<file path="config.mk">
export PLATFORM = sky130hd
export DESIGN_NAME = irq_pin_ctrl
export DESIGN_NICKNAME = d
export VERILOG_FILES = /design/src/rtl/irqpin_pkg.sv /design/src/rtl/irqpin_sync.sv /design/src/rtl/irqpin_edge.sv /design/src/rtl/irqpin_pend.sv /design/src/rtl/irqpin_ctl.sv /design/src/rtl/irq_pin_ctrl.sv
export SDC_FILE = /design/constraint.sdc
export NUM_CORES = 1
export LEC_CHECK = 0
export CAP_MARGIN = 15
export CORE_UTILIZATION = 45
export DETAILED_ROUTE_END_ITERATION = 10
export GPL_TIMING_DRIVEN = 0
export PLACE_DENSITY = 0.78
export SYNTH_ARGS = -nofsm -noshare
export SYNTH_HDL_FRONTEND = slang
export SYNTH_HIERARCHICAL = 1
export SYNTH_SLANG_ARGS = --single-unit
</file>
<file path="constraint.sdc">
create_clock -name clk -period 1.19 [get_ports clk]
set_input_delay 0.238 -clock clk [delete_from_list [all_inputs] [get_ports clk]]
set_output_delay 0.238 -clock clk [all_outputs]
set_load 0.005 [all_outputs]
</file>
<file path="src/rtl/irqpin_pkg.sv">
package irqpin_pkg;

    // Pin lane numbering inside the synchronized vector
    localparam int NUM_PINS  = 7;
    localparam int PIN_EXT   = 0;
    localparam int PIN_SMI   = 1;
    localparam int PIN_MCHK  = 2;
    localparam int PIN_CSTOP = 3;
    localparam int PIN_HRST  = 4;
    localparam int PIN_SRST  = 5;
    localparam int PIN_TBEN  = 6;

    // Pending vector layout seen by the core
    localparam int PEND_W   = 4;
    localparam int PND_EXT  = 0;
    localparam int PND_SMI  = 1;
    localparam int PND_MCHK = 2;
    localparam int PND_SRST = 3;

    typedef logic [NUM_PINS-1:0] pin_vec_t;
    typedef logic [PEND_W-1:0]   pend_vec_t;

    // Change events derived from the last-level comparison
    typedef struct packed {
        pin_vec_t rise;
        pin_vec_t fall;
    } pin_evt_t;

    typedef enum logic [1:0] {
        SEM_FOLLOW,
        SEM_FALL_LATCH
    } pend_sem_e;

    // How each pending bit reacts to its source pin
    function automatic pend_sem_e pend_sem(input int idx);
        return (idx == PND_MCHK) ? SEM_FALL_LATCH : SEM_FOLLOW;
    endfunction

    // Source pin lane for each pending bit
    function automatic int pend_src(input int idx);
        case (idx)
            PND_EXT:  return PIN_EXT;
            PND_SMI:  return PIN_SMI;
            PND_MCHK: return PIN_MCHK;
            default:  return PIN_SRST;
        endcase
    endfunction

endpackage

</file>
<file path="src/rtl/irqpin_sync.sv">
module irqpin_sync #(
    parameter int STAGES = 2,
    parameter int W      = 7
) (
    input  logic         clk,
    input  logic         rst,
    input  logic [W-1:0] async_i,
    output logic [W-1:0] sync_o
);
    logic [W-1:0] stg_q [STAGES];

    generate
        for (genvar s = 0; s < STAGES; s++) begin : g_stage
            if (s == 0) begin : g_first
                always_ff @(posedge clk) begin
                    if (rst) stg_q[0] <= '0;
                    else     stg_q[0] <= async_i;
                end
            end else begin : g_next
                always_ff @(posedge clk) begin
                    if (rst) stg_q[s] <= '0;
                    else     stg_q[s] <= stg_q[s-1];
                end
            end
        end
    endgenerate

    assign sync_o = stg_q[STAGES-1];
endmodule

</file>
<file path="src/rtl/irqpin_edge.sv">
module irqpin_edge
    import irqpin_pkg::*;
(
    input  logic     clk,
    input  logic     rst,
    input  pin_vec_t lvl_i,
    output pin_evt_t evt_o
);
    pin_vec_t last_q;
    pin_vec_t diff;

    // Only a difference from the recorded level counts as an event
    assign diff       = lvl_i ^ last_q;
    assign evt_o.rise = diff & lvl_i;
    assign evt_o.fall = diff & ~lvl_i;

    always_ff @(posedge clk) begin
        if (rst) last_q <= '0;
        else     last_q <= lvl_i;
    end
endmodule

</file>
<file path="src/rtl/irqpin_pend.sv">
module irqpin_pend
    import irqpin_pkg::*;
(
    input  logic      clk,
    input  logic      rst,
    input  pin_evt_t  evt_i,
    input  pend_vec_t clr_i,
    output pend_vec_t pend_o
);
    pend_vec_t pend_q;

    generate
        for (genvar i = 0; i < PEND_W; i++) begin : g_bit
            localparam int SRC = pend_src(i);
            if (pend_sem(i) == SEM_FALL_LATCH) begin : g_latch
                // Falling edge sets; acknowledge clears; set wins
                always_ff @(posedge clk) begin
                    if (rst)                   pend_q[i] <= 1'b0;
                    else if (evt_i.fall[SRC])  pend_q[i] <= 1'b1;
                    else if (clr_i[i])         pend_q[i] <= 1'b0;
                end
            end else begin : g_follow
                // Bit tracks pin level; acknowledge is ignored
                always_ff @(posedge clk) begin
                    if (rst)                   pend_q[i] <= 1'b0;
                    else if (evt_i.rise[SRC])  pend_q[i] <= 1'b1;
                    else if (evt_i.fall[SRC])  pend_q[i] <= 1'b0;
                end
            end
        end
    endgenerate

    assign pend_o = pend_q;

    logic unused_evt;
    assign unused_evt = ^{evt_i.rise[PIN_CSTOP], evt_i.rise[PIN_HRST], evt_i.rise[PIN_TBEN],
                          evt_i.fall[PIN_CSTOP], evt_i.fall[PIN_HRST], evt_i.fall[PIN_TBEN],
                          evt_i.rise[PIN_MCHK]};

    // quiet pins and no acknowledge leave the vector untouched
    assert_quiet_stable_R1: assert property (@(posedge clk) disable iff (rst)
        (evt_i.rise == '0 && evt_i.fall == '0 && clr_i == '0) |=> $stable(pend_q));

    // a rising machine-check pin does not alter the latched bit
    assert_mchk_rise_ignored_R3: assert property (@(posedge clk) disable iff (rst)
        (evt_i.rise[PIN_MCHK] && !clr_i[PND_MCHK]) |=> $stable(pend_q[PND_MCHK]));

    // acknowledge on a following bit has no effect
    assert_follow_no_clear_R9: assert property (@(posedge clk) disable iff (rst)
        (clr_i[PND_EXT] && !evt_i.rise[PIN_EXT] && !evt_i.fall[PIN_EXT])
        |=> $stable(pend_q[PND_EXT]));

    // falling edge beats a simultaneous acknowledge
    assert_set_beats_clear_R10: assert property (@(posedge clk) disable iff (rst)
        evt_i.fall[PIN_MCHK] |=> pend_q[PND_MCHK]);
endmodule

</file>
<file path="src/rtl/irqpin_ctl.sv">
module irqpin_ctl
    import irqpin_pkg::*;
(
    input  logic     clk,
    input  logic     rst,
    input  pin_evt_t evt_i,
    output logic     halt_o,
    output logic     hreset_req_o,
    output logic     tb_en_o
);
    logic halt_q;
    logic hrst_q;
    logic tben_q;

    // Checkstop: sticky until reset
    always_ff @(posedge clk) begin
        if (rst)                      halt_q <= 1'b0;
        else if (evt_i.rise[PIN_CSTOP]) halt_q <= 1'b1;
    end

    // Hard reset: one-cycle request on assertion only
    always_ff @(posedge clk) begin
        if (rst) hrst_q <= 1'b0;
        else     hrst_q <= evt_i.rise[PIN_HRST];
    end

    // Time base enable follows its pin
    always_ff @(posedge clk) begin
        if (rst)                        tben_q <= 1'b0;
        else if (evt_i.rise[PIN_TBEN])  tben_q <= 1'b1;
        else if (evt_i.fall[PIN_TBEN])  tben_q <= 1'b0;
    end

    assign halt_o       = halt_q;
    assign hreset_req_o = hrst_q;
    assign tb_en_o      = tben_q;

    logic unused_evt;
    assign unused_evt = ^{evt_i.rise[PIN_EXT], evt_i.rise[PIN_SMI], evt_i.rise[PIN_MCHK],
                          evt_i.rise[PIN_SRST], evt_i.fall[PIN_EXT], evt_i.fall[PIN_SMI],
                          evt_i.fall[PIN_MCHK], evt_i.fall[PIN_SRST], evt_i.fall[PIN_CSTOP],
                          evt_i.fall[PIN_HRST]};

    // halt holds until reset
    assert_halt_sticky_R4: assert property (@(posedge clk) disable iff (rst)
        halt_q |=> halt_q);

    // reset request never lasts two cycles
    assert_hreset_single_R5: assert property (@(posedge clk) disable iff (rst)
        hrst_q |=> !hrst_q);

    // falling time-base pin stops the time base
    assert_tben_fall_R7: assert property (@(posedge clk) disable iff (rst)
        evt_i.fall[PIN_TBEN] |=> !tben_q);
endmodule

</file>
<file path="src/rtl/irq_pin_ctrl.sv">
module irq_pin_ctrl
    import irqpin_pkg::*;
#(
    parameter int SYNC_STAGES = 2
) (
    input  logic              clk,
    input  logic              rst,
    input  logic              ext_irq_i,
    input  logic              smi_i,
    input  logic              mchk_i,
    input  logic              chkstop_i,
    input  logic              hreset_i,
    input  logic              sreset_i,
    input  logic              tben_i,
    input  logic [PEND_W-1:0] pend_clr_i,
    output logic [PEND_W-1:0] pend_o,
    output logic              irq_o,
    output logic              halt_o,
    output logic              hreset_req_o,
    output logic              tb_en_o
);
    pin_vec_t  pins_raw;
    pin_vec_t  pins_sync;
    pin_evt_t  evt;
    pend_vec_t pend;

    always_comb begin
        pins_raw            = '0;
        pins_raw[PIN_EXT]   = ext_irq_i;
        pins_raw[PIN_SMI]   = smi_i;
        pins_raw[PIN_MCHK]  = mchk_i;
        pins_raw[PIN_CSTOP] = chkstop_i;
        pins_raw[PIN_HRST]  = hreset_i;
        pins_raw[PIN_SRST]  = sreset_i;
        pins_raw[PIN_TBEN]  = tben_i;
    end

    irqpin_sync #(.STAGES(SYNC_STAGES), .W(NUM_PINS)) u_sync (
        .clk     (clk),
        .rst     (rst),
        .async_i (pins_raw),
        .sync_o  (pins_sync)
    );

    irqpin_edge u_edge (
        .clk   (clk),
        .rst   (rst),
        .lvl_i (pins_sync),
        .evt_o (evt)
    );

    irqpin_pend u_pend (
        .clk    (clk),
        .rst    (rst),
        .evt_i  (evt),
        .clr_i  (pend_clr_i),
        .pend_o (pend)
    );

    irqpin_ctl u_ctl (
        .clk          (clk),
        .rst          (rst),
        .evt_i        (evt),
        .halt_o       (halt_o),
        .hreset_req_o (hreset_req_o),
        .tb_en_o      (tb_en_o)
    );

    assign pend_o = pend;
    assign irq_o  = |pend;

    // the request can only drop on a cycle where the vector emptied
    assert_irq_drop_R8: assert property (@(posedge clk) disable iff (rst)
        $fell(irq_o) |-> (pend_o == '0));

    // a rising external pin event shows in bit 0 next cycle
    assert_ext_follow_R2: assert property (@(posedge clk) disable iff (rst)
        evt.rise[PIN_EXT] |=> pend_o[PND_EXT]);
endmodule

</file>
== Yosys cells after proc, flatten, opt, wreduce, memory -nomap -nowiden ==
Memory sizes are Yosys's and may differ from the RTL's.
Cells that the tools add are included.

* Flip-flop bits (word level): 14
* RAM bits: 14
* Input bits: 13
* Output and inout bits: 8
* Word-level logic and storage cells: 36
* Memories: 1

{| class="wikitable"
|+ Memory list
! memory !! depth !! bits a word !! read ports !! clocked after memory_dff !! wr ports !! line !! text
|-
| u_sync.stg_q || 2 || 7 || 2 || 0 || 2 || irqpin_sync.sv:10 || <nowiki>logic [W-1:0] stg_q [STAGES];</nowiki>
|}

* Muxes and demuxes: 15
* Bitwise operators: 6
* Reductions and logical operators: 6

{| class="wikitable"
|+ Operators by type and width
! kind !! count
|-
| 7-bit bitwise AND || 2
|-
| 7-bit 2-to-1 mux || 2
|-
| 1-bit 2-to-1 mux || 13
|-
| 2-bit nonzero test || 5
|-
| 7-bit NOT || 1
|-
| 7-bit bitwise XOR || 1
|-
| 4-bit OR reduction || 1
|-
| 1-bit OR || 2
|}

== Depth between registers and ports, before layout ==
* Depth in word-level cells: 4
* Gate-level depth with buffers: 3
* Gate-level depth less buffers: 3

== Hierarchy ==
Netlist, hierarchy kept.

{| class="wikitable"
|+ By module, submodules not included
! module !! times used !! cells an instance !! area each (sq um) !! sequential area each (sq um)
|-
| irqpin_sync || 1 || 29 || 407.9 || 280.3
|-
| irqpin_edge || 1 || 28 || 271.5 || 140.1
|-
| irqpin_pend || 1 || 16 || 140.1 || 80.1
|-
| irqpin_ctl || 1 || 9 || 92.6 || 60.1
|-
| irq_pin_ctrl || 1 || 1 || 7.5 || 0.0
|}

== Worst setup path after synthesis ==
Ideal clock, no wire load.

* Kind: flip-flop to output port
* From: reg u_pend.pend_q[1], in the netlist u_pend/pend_o[1]
* To: out irq_o
* Data arrival time: 0.835 ns
* Required time: 0.952 ns
* Path slack: 0.117 ns
* Stages on the path, launching flop included: 2
* Buffers on the path: 0
* Path through: dfxtp_1 or4_1

* Cells in the longest elaborated chain, start to end: 1

{| class="wikitable"
|+ Ends and longest elaborated chain
! what !! line !! text
|-
| start, declared || irqpin_pend.sv:10 || <nowiki>pend_vec_t pend_q;</nowiki>
|-
| start signal, assigned by index || irqpin_pend.sv:25 || <nowiki>if (rst) pend_q[i] <= 1'b0;</nowiki>
|-
| start signal, assigned by index || irqpin_pend.sv:26 || <nowiki>else if (evt_i.rise[SRC]) pend_q[i] <= 1'b1;</nowiki>
|-
| start signal, assigned by index || irqpin_pend.sv:27 || <nowiki>else if (evt_i.fall[SRC]) pend_q[i] <= 1'b0;</nowiki>
|-
| 4-bit OR reduction || irq_pin_ctrl.sv:70 || <nowiki>assign irq_o = |pend;</nowiki>
|-
| end, declared || irq_pin_ctrl.sv:17 || <nowiki>output logic irq_o,</nowiki>
|}

Every way passes these cells.

== Worst setup path after layout ==
Ends and elaborated chain as after synthesis.

==> results.tsv <==
metric	value	unit
Hold-fix buffers, CTS	0	
NumNets Final	116	
Finished Layout Cells	127	
synthesized area	901	sq um
switching share of power	19.9	%
final worst slack	-0.340	ns
Fmax	0.654	GHz
Port Buf Inserts	17	
Crit Reg-Reg Endpoint	u_ctl/tb_en_o$_SDFFE_PP0P_	
core footprint	1800	sq um
Storage cell area	567	sq um
RSZ-0062 raised after global routing	yes	
Worst-path clk slew	0.13	ns
NetSw	0.309	mW
# fillers	162	
Syn Inst Count	80	
Fin Setup TNS	-0.794	ns
Syn Area/Cell	11.3	sq um
Die H	46.7	um
grt total ovfl	0	
Detail Route Antenna Nets	0	
worst-margin pin slew	0.642	ns
final core occ	63.3	%
CTS Root Cell	clkbuf_4	
Setup Viol. Count Final	3	
kind of start point of the critical path	flop	
Global Route Usage Sum	13.4	%
fraction of layout cells with a size suffix above 1	23.5	%
Max IR drop VDD	0.000890	V
Hold Slack	0.453	ns
relative slew slack	57.2	%
CTS H-tree depth	1	
YS warnings	6	
Slew Limit Fails	0	
Pint	1.25	mW
final clock skew	0.00382	ns
largest net degree at the start of global routing	20	
LEAKAGE	0.473	nW
Clock Path Buffers	2	
Die Area	2180	sq um
CP max FO	2	
antenna violations before repair	0	
footprint of the multi-input gates	310	sq um
R2R Path Start	u_edge/last_q[6]$_SDFF_PP0_	
Clock Sink Count	28	
Inst Count DP	122	
I/O pins	21	
cts bufs inserted	3	
Reg power frac	63.8	%
Initial DRC Count	3	
detailed placement HPWL	801	um
outcome	finished with violations	
DRC viols	0	
CTS tree	done	
Hold Path End	u_sync/stg_q[1][6]$_SDFF_PP0_	
Clk pwr share	28.3	%
CP Data Arrival Time	1.29	ns
via count	553	
First-pass DRT Iterations	3	
CP endpoint kind	primary output	
synth-to-layout area growth	26.5	%
vias in the first global route	492	
violated checks	negative setup slack	
vias per inst	4.35	
Hold Path Depth	1	
Max-Cap Viols	0	
syn nets	93	
path depth of the worst reg2reg path	3	
routed length per instance	9.22	um
first-pass GRT wire length	1.91	mm
PwrDens	1360	nW/um^2
Tmin final	1.53	ns
Worst R2R Setup Slack	0.41	ns
Total Power Consumption	1.55	mW
Die Span X	46.7	um
initial core utilization	50.0	%
row cnt	15	
Combinational Power Share	7.9	%
Hold Path Class	reg2reg	
final hold viol count	0	
Worst EP required	0.95	ns
Ant. Diodes	0	
routability cong.	0.633	
Crit Path Category	reg2out	
Total Wirelength	1.17	mm
fin crit share	129	%
Clock Latency Late Sink	0.32	ns
Hold Startpoint	u_sync/stg_q[0][6]$_SDFF_PP0_	
[critical path: stages, from the launching register on]
cell and delay (ns):
dfxtp_2 0.34, or4_1 0.49, buf_2 0.14
[routing by layer]
layer	GRT usage, %	routed length (um)	up-vias	part of all wire (%)
met3	2.31	57	4	4.9
met1	12.8	490	249	42
met4	13.7	53	0	4.5
li1	-	-	285	-
met2	23.3	569	15	49
met5	0	0	-	0
[area by class of cell]
cell class / count / share of cell area [%]
plain buffers: 1 / 0.988
clock buffers: 4 / 3.18
repair buffers: 18 / 14.5
inverters: 5 / 1.65
multi-input cells: 46 / 27.2
well taps: 25 / 2.74
flip-flops and latches: 28 / 49.7
[flip-flops by register name (all words and copies together) (netlist names)]
signal              count
u_sync/stg_q           14
u_ctl/halt_o            1
u_ctl/hreset_req_o      1
u_edge/last_q           7
u_pend/pend_o           4
u_ctl/tb_en_o           1
[how the worst max path moves through the flow]
stage                             startpoint                       endpoint  slack, ns
2_1_floorplan  u_pend/pend_o[1]$_SDFFE_PP0P_                          irq_o       0.12
3_3_place_gp                             rst  u_sync/stg_q[1][1]$_SDFF_PP0_      -0.40
3_5_place_dp                             rst  u_sync/stg_q[1][1]$_SDFF_PP0_      -0.39
4_1_cts        u_pend/pend_o[1]$_SDFFE_PP0P_                          irq_o      -0.35
5_1_grt        u_pend/pend_o[1]$_SDFFE_PP0P_                          irq_o      -0.39
6_report       u_pend/pend_o[1]$_SDFFE_PP0P_                          irq_o      -0.34
[layout by cell type (no fill, tap or decap)]
master / count
a21oi_1: 4
a21oi_2: 1
and2b_1: 3
buf_2: 2
buf_4: 1
buf_6: 1
clkbuf_4: 3
clkbuf_8: 1
clkdlybuf4s15_1: 3
clkdlybuf4s50_1: 10
dfxtp_1: 23
dfxtp_2: 5
dlygate4sd2_1: 2
inv_1: 5
nand2b_1: 5
nor2_1: 2
nor2b_1: 20
nor2b_2: 10
or4_1: 1
[through the flow]
step	cell area (sq um)	setup WS, ns
global route	1140	-0.395
finish	1140	-0.340
floorplan	901	0.117
CTS	1130	-0.351
global placement	1100	-0.400
detailed placement	1100	-0.395
[power by group through the flow]
stage	clock network, mW	registers [mW]	logic (mW)
after global routing	0.495	0.998	0.137
after global placement	0	1.01	0.128
after detailed placement	0	1.01	0.132
final	0.440	0.992	0.123
after CTS	0.460	0.993	0.124
after floorplan	0	1.01	0.0581
[timing repair]
| item | in CTS | in global routing |
|---|---|---|
| endpoints found under the setup margin | 18 | 6 |
| pin swaps | 0 | 0 |
| setup buffers | 1 | 0 |
| hold endpoints to repair | 0 | 0 |
| resized for setup | 17 | 4 |
No activity file was read; power rests on OpenSTA's default activity.
